===== config.mk =====
export PLATFORM = sky130hd
export DESIGN_NAME = dma_addr_seq
export DESIGN_NICKNAME = d
export VERILOG_FILES = /design/src/rtl/dma_seq_pkg.sv /design/src/rtl/dma_addr_step.sv /design/src/rtl/dma_xfer_count.sv /design/src/rtl/dma_addr_seq.sv
export SDC_FILE = /design/constraint.sdc
export NUM_CORES = 1
export LEC_CHECK = 0
export BUFFER_PORTS_ARGS = -buffer_cell sky130_fd_sc_hd__buf_2
export CORE_UTILIZATION = 62
export DETAILED_ROUTE_END_ITERATION = 8
export HOLD_SLACK_MARGIN = 0.06
export PLACE_DENSITY = 0.85
export SLEW_MARGIN = 20
export SYNTH_ARGS = -nofsm -noshare
export SYNTH_HDL_FRONTEND = slang
export SYNTH_SLANG_ARGS = --single-unit

===== constraint.sdc =====
create_clock -name clk -period 3.9 [get_ports clk]
set_input_delay 0.195 -clock clk [delete_from_list [all_inputs] [get_ports clk]]
set_output_delay 0.195 -clock clk [all_outputs]
set_load 0.02 [all_outputs]

===== src/rtl/dma_seq_pkg.sv =====
package dma_seq_pkg;
  typedef enum logic [1:0] {
    STEP_INC  = 2'b00,
    STEP_DEC  = 2'b01,
    STEP_IDX  = 2'b10,
    STEP_IDX2 = 2'b11
  } step_mode_e;

  typedef enum logic [3:0] {
    SEL_SRC      = 4'd0,
    SEL_DST      = 4'd1,
    SEL_ELEM     = 4'd2,
    SEL_FRAME    = 4'd3,
    SEL_CTRL     = 4'd4,
    SEL_SRC_IDX  = 4'd5,
    SEL_DST_IDX  = 4'd6,
    SEL_RL_SRC   = 4'd8,
    SEL_RL_DST   = 4'd9,
    SEL_RL_ELEM  = 4'd10,
    SEL_RL_FRAME = 4'd11
  } reg_sel_e;

  localparam int CTRL_AUTO_BIT  = 4;
  localparam int CTRL_START_BIT = 5;
endpackage


===== src/rtl/dma_addr_step.sv =====
module dma_addr_step
  import dma_seq_pkg::*;
#(
  parameter int W = 16
) (
  input  logic         clk,
  input  logic         rst_n,
  input  logic         load_en,
  input  logic [W-1:0] load_val,
  input  logic         step_en,
  input  step_mode_e   mode,
  input  logic [W-1:0] index,
  output logic [W-1:0] addr
);
  logic [W-1:0] delta;

  always_comb begin
    unique case (mode)
      STEP_INC: delta = W'(1);
      STEP_DEC: delta = '1;
      default:  delta = index;
    endcase
  end

  always_ff @(posedge clk or negedge rst_n) begin
    if (!rst_n)       addr <= '0;
    else if (load_en) addr <= load_val;
    else if (step_en) addr <= addr + delta;
  end
endmodule


===== src/rtl/dma_xfer_count.sv =====
module dma_xfer_count #(
  parameter int CNT_W = 16
) (
  input  logic             clk,
  input  logic             rst_n,
  input  logic             load_en,
  input  logic [CNT_W-1:0] elem_load,
  input  logic [CNT_W-1:0] frame_load,
  input  logic [CNT_W-1:0] elem_per_frame,
  input  logic             step_en,
  output logic             last_elem,
  output logic             last_frame
);
  logic [CNT_W-1:0] elem_left;
  logic [CNT_W-1:0] frame_left;

  assign last_elem  = (elem_left  <= CNT_W'(1));
  assign last_frame = (frame_left <= CNT_W'(1));

  always_ff @(posedge clk or negedge rst_n) begin
    if (!rst_n) begin
      elem_left  <= '0;
      frame_left <= '0;
    end else if (load_en) begin
      elem_left  <= elem_load;
      frame_left <= frame_load;
    end else if (step_en) begin
      if (last_elem) begin
        elem_left  <= elem_per_frame;
        frame_left <= frame_left - CNT_W'(1);
      end else begin
        elem_left  <= elem_left - CNT_W'(1);
      end
    end
  end
endmodule


===== src/rtl/dma_addr_seq.sv =====
module dma_addr_seq
  import dma_seq_pkg::*;
#(
  parameter int ADDR_W = 16,
  parameter int CNT_W  = 16
) (
  input  logic              clk,
  input  logic              rst_n,
  input  logic              cfg_we,
  input  logic [3:0]        cfg_sel,
  input  logic [ADDR_W-1:0] cfg_wdata,
  output logic              xfer_valid,
  input  logic              xfer_ready,
  output logic [ADDR_W-1:0] src_addr,
  output logic [ADDR_W-1:0] dst_addr,
  output logic              block_done,
  output logic              busy
);
  localparam int SIDES = 2;

  logic              enable, auto_en;
  step_mode_e        src_mode, dst_mode;
  logic [ADDR_W-1:0] src_idx, dst_idx, rl_src, rl_dst;
  logic [CNT_W-1:0]  elem_cfg, frame_cfg, rl_elem, rl_frame;
  logic              wr_work, wr_any, start, grant, reload;
  logic              last_elem, last_frame;

  assign wr_any  = cfg_we;
  assign wr_work = cfg_we && !enable;
  assign start   = wr_work && (cfg_sel == SEL_CTRL) && cfg_wdata[CTRL_START_BIT];
  assign grant   = enable && xfer_ready;
  assign block_done = grant && last_elem && last_frame;
  assign reload  = block_done && auto_en;

  assign xfer_valid = enable;
  assign busy       = enable;

  // working configuration, writable only while idle
  always_ff @(posedge clk or negedge rst_n) begin
    if (!rst_n) begin
      enable    <= 1'b0;
      auto_en   <= 1'b0;
      src_mode  <= STEP_INC;
      dst_mode  <= STEP_INC;
      src_idx   <= '0;
      dst_idx   <= '0;
      elem_cfg  <= '0;
      frame_cfg <= '0;
    end else begin
      if (wr_work) begin
        unique case (cfg_sel)
          SEL_ELEM:    elem_cfg  <= cfg_wdata[CNT_W-1:0];
          SEL_FRAME:   frame_cfg <= cfg_wdata[CNT_W-1:0];
          SEL_SRC_IDX: src_idx   <= cfg_wdata;
          SEL_DST_IDX: dst_idx   <= cfg_wdata;
          SEL_CTRL: begin
            src_mode <= step_mode_e'(cfg_wdata[1:0]);
            dst_mode <= step_mode_e'(cfg_wdata[3:2]);
            auto_en  <= cfg_wdata[CTRL_AUTO_BIT];
          end
          default: ;
        endcase
      end
      if (start) begin
        enable <= 1'b1;
      end else if (block_done && !auto_en) begin
        enable <= 1'b0;
      end
      if (reload) begin
        elem_cfg  <= rl_elem;
        frame_cfg <= rl_frame;
      end
    end
  end

  // reload set, writable at any time
  always_ff @(posedge clk or negedge rst_n) begin
    if (!rst_n) begin
      rl_src   <= '0;
      rl_dst   <= '0;
      rl_elem  <= '0;
      rl_frame <= '0;
    end else if (wr_any) begin
      unique case (cfg_sel)
        SEL_RL_SRC:   rl_src   <= cfg_wdata;
        SEL_RL_DST:   rl_dst   <= cfg_wdata;
        SEL_RL_ELEM:  rl_elem  <= cfg_wdata[CNT_W-1:0];
        SEL_RL_FRAME: rl_frame <= cfg_wdata[CNT_W-1:0];
        default: ;
      endcase
    end
  end

  // per-side address units
  logic              side_load [SIDES];
  logic [ADDR_W-1:0] side_lval [SIDES];
  step_mode_e        side_mode [SIDES];
  logic [ADDR_W-1:0] side_idx  [SIDES];
  logic [ADDR_W-1:0] side_addr [SIDES];

  assign side_load[0] = reload || (wr_work && cfg_sel == SEL_SRC);
  assign side_load[1] = reload || (wr_work && cfg_sel == SEL_DST);
  assign side_lval[0] = reload ? rl_src : cfg_wdata;
  assign side_lval[1] = reload ? rl_dst : cfg_wdata;
  assign side_mode[0] = src_mode;
  assign side_mode[1] = dst_mode;
  assign side_idx[0]  = src_idx;
  assign side_idx[1]  = dst_idx;

  for (genvar g = 0; g < SIDES; g++) begin : g_side
    dma_addr_step #(.W(ADDR_W)) u_step (
      .clk      (clk),
      .rst_n    (rst_n),
      .load_en  (side_load[g]),
      .load_val (side_lval[g]),
      .step_en  (grant),
      .mode     (side_mode[g]),
      .index    (side_idx[g]),
      .addr     (side_addr[g])
    );
  end

  assign src_addr = side_addr[0];
  assign dst_addr = side_addr[1];

  dma_xfer_count #(.CNT_W(CNT_W)) u_count (
    .clk            (clk),
    .rst_n          (rst_n),
    .load_en        (start || reload),
    .elem_load      (reload ? rl_elem  : elem_cfg),
    .frame_load     (reload ? rl_frame : frame_cfg),
    .elem_per_frame (elem_cfg),
    .step_en        (grant),
    .last_elem      (last_elem),
    .last_frame     (last_frame)
  );
endmodule


==> out/metrics.csv <==
stage,metric,value,unit
timing,Worst-Margin Slew,1.11,ns
timing,setup TNS,0,ns
worst_setup_path,Worst path top cell family by delay,simple AND/OR/NAND/NOR gates,
worst_setup_path,critical path capture point type,primary output,
clock_tree,root buffer cell,clkbuf_16,
finish,sequential cell area,4950,µm²
worst_setup_path,"most used cell, CP",or3_1,
grt,initial antenna violation count,0,
grt,GR Overflow Total,0,
die,die area,18300,µm²
worst_setup_path,Critical Path Max Stage Delay,0.57,ns
timing,Final Cycle Share,0.928,
routing,via density per instance,6.62,
worst_setup_path,Startpoint Class,flop,
clock_tree,CTS tree,yes,
logic_synthesis,Yosys reg bits,198,
timing,Max Slew Vio Count,0,
routing,Vias,9256,
finish,fraction of layout cells with a size suffix above 1,0.188,
die,Initial Util,0.637,
logic_synthesis,"Top FF cell, synth",dfrtp_1,
worst_setup_path,CP max FO,16,
worst_setup_path,"critical path, cell by cell",or4_4 -> or3_1 -> nor4_4 -> buf_4 -> nand2_1 -> or3_1 -> inv_1 -> buf_2,
grt,vias in the first global route,9191,
timing,Final Hold Viols,0,
power_and_ir_drop,pwr/cell area,710,nW/µm²
logic_synthesis,Synth Instances,1136,
place,Port Buffers,58,
timing,minimum period implied by the final worst setup slack,3.62,ns
timing,Rel. slew slack,0.259,
power_and_ir_drop,Leakage,5.54,nW
die,I/O pin total,59,
logic_synthesis,sequential area share after synthesis,0.450,
status,outcome,"finished, final reports clean",
worst_setup_path,Worst Path Required,3.70,ns
worst_setup_path,Crit-path slowest cell,or4_4,
worst_setup_path,critical path data arrival time,3.43,ns
grt,first-pass GRT wire length,48.2,mm
routing,DRC viols,0,
clock_tree,clock net sink count,198,
routing,DRT iter0 DRCs,955,
die,core area,17300,µm²
timing,final setup fails,0,
timing,Fmax,276,MHz
timing,RSZ-0062 raised after global routing,false,
clock_tree,"Hold-fix buffers, CTS",1,
die,Chip Height,135,µm
die,die width,135,µm
logic_synthesis,synth warn,0,
routing,DR WL/cell,21.3,µm
logic_synthesis,Mapped Area,11000,µm²
hold_path,Hold Crit Class,in -> reg,
logic_synthesis,async set-or-reset flop fraction in the synthesized netlist,1.00,
routing,first drt pass iteration count,7,
finish,post-route design area,12000,µm²
clock_tree,H-tree depth,4,
die,# rows,48,
logic_synthesis,Syn Area/Cell,9.70,µm²
flow_run,Max Cap Violations,0,
grt,largest net degree at the start of global routing,118,
worst_setup_path,worst path bufs/invs,3,
place,Post-Place Cells,1367,
finish,nets,1222,
timing,hold_ws,0.153,ns
logic_synthesis,post-synthesis cell type count,63,
clock_tree,# resized after CTS,0,
routing,final wirelength,29.8,mm
place,HPWL Detailed,19.6,mm
finish,Area Growth Syn to Fin,9.21,%
power_and_ir_drop,Max IR drop VDD,0.536,mV
finish,Non-Filler Instances,1398,
clock_tree,"Reg clk slew, reported paths",0.07,ns
power_and_ir_drop,total power,8.54,mW
logic_synthesis,syn nets,1196,
finish,filler instances,1276,
clock_tree,postcts setup bufs,0,
clock_tree,latest clock arrival within the worst-skew pair,0.43,ns
clock_tree,CTS Buf Count,17,
finish,Multi-input gate area,5660,µm²
place,DP Area,11400,µm²
place,gpl congestion,0.938,
grt,all-layer global routing usage,0.344,
clock_tree,Max Buffers Root-to-Sink,2,
worst_setup_path,crit path kind,reg -> out,
routing,final antenna-violating net count,0,
timing,Layout Skew,0.0106,ns
logic_synthesis,"EDFF count, synth",0,
finish,ANT cells,0,
## area by class of cell
class | instances | share of cell area
well taps | 225 | 0.0234
inverters | 17 | 0.00530
repair buffers | 82 | 0.0400
clock inverters | 8 | 0.0103
flip-flops and latches | 198 | 0.412
multi-input cells | 846 | 0.471
clock buffers | 22 | 0.0386
## per-layer routing
metal  vias to the layer above  global-route usage  share of wire
met5                         -                   0              0
met4                         0               0.124          0.028
met3                        75              0.0655          0.083
met2                       469               0.553           0.47
met1                      4566               0.467           0.42
li1                       4146                   -              -
## cells by family after synthesis
family	after synthesis	share of synthesized area
AO/OA/AOI/OAI	299	0.166
AND/OR/NAND/NOR	334	0.138
adder cells (fa/ha/maj)	36	0.0423
flip-flops	198	0.450
multiplexers	134	0.133
XOR/XNOR	43	0.0342
buffers and inverters	92	0.0368
## sequential cells by signal, indices dropped and copies added, names as in the netlist, 2 cells and up
signal	flops
src_mode	2
rl_dst	16
src_idx	16
g_side.u_step.addr	32
u_count.frame_left	16
frame_cfg	16
elem_cfg	16
rl_frame	16
u_count.elem_left	16
dst_mode	2
rl_src	16
rl_elem	16
dst_idx	16
## stage by stage
stage	setup WS [ns]	utilization
3_5_place_dp	0.712	0.661
3_3_place_gp	0.773	0.661
2_1_floorplan	1.00	-
4_1_cts	0.311	0.696
6_report	0.279	0.696
5_1_grt	0.139	0.696
## synthesized netlist by cell type, types with 5 or more instances
cell type | n | area, µm²
a211oi_1 | 9 | 67.6
o211ai_1 | 15 | 113
nand2b_1 | 13 | 81.3
nor2_1 | 90 | 338
ha_1 | 34 | 425
a22oi_1 | 8 | 60.1
buf_2 | 6 | 30.0
a221o_1 | 5 | 50.1
mux2_2 | 100 | 1130
xor2_1 | 26 | 228
or3_1 | 7 | 43.8
and2_1 | 5 | 31.3
dfrtp_1 | 198 | 4950
nor3_1 | 13 | 65.1
nor4_1 | 11 | 68.8
a21o_1 | 12 | 90.1
buf_1 | 10 | 37.5
buf_6 | 6 | 67.6
o21ai_0 | 67 | 335
a221oi_1 | 9 | 78.8
inv_1 | 17 | 63.8
nand3_1 | 11 | 55.1
o22ai_1 | 37 | 231
a31oi_1 | 14 | 87.6
a21oi_1 | 95 | 475
nand2_1 | 148 | 556
clkbuf_1 | 51 | 191
nand4_1 | 7 | 43.8
mux2i_1 | 34 | 340
xnor2_1 | 17 | 149
## power breakdown
part | total [mW] | internal (mW) | switching (mW)
clock | 1.80 | 1.04 | 0.758
combinational | 3.51 | 1.53 | 1.98
sequential | 3.24 | 2.66 | 0.579
## layout by cell type, fill, tap and decap left out, types with 26 or more instances in the layout
master / instances
xor2_1: 26
buf_2: 57
ha_1: 34
o21ai_0: 67
nor2_1: 90
nand2_1: 148
mux2_2: 100
a21oi_1: 95
dfrtp_1: 198
o22ai_1: 37
mux2i_1: 34
## final timing paths
check                                                  start                                   end  slack [ns]  cells past startpoint
max                         u_count.elem_left[2]$_DFFE_PN0P_                            block_done        0.28                      8
min                                             cfg_wdata[5]               rl_frame[5]$_DFFE_PN0P_        0.15                      2
max reg2reg                u_count.elem_left[10]$_DFFE_PN0P_              frame_cfg[2]$_DFFE_PN0P_        0.60                      7
min reg2reg                            rl_src[5]$_DFFE_PN0P_                 rl_src[5]$_DFFE_PN0P_        0.49                      2
max in group asynchronous                              rst_n     u_count.elem_left[10]$_DFFE_PN0P_        2.45                      3
min in group asynchronous                              rst_n  g_side[0].u_step.addr[6]$_DFFE_PN0P_        0.41                      2
Power figures use the tool's default switching activity.
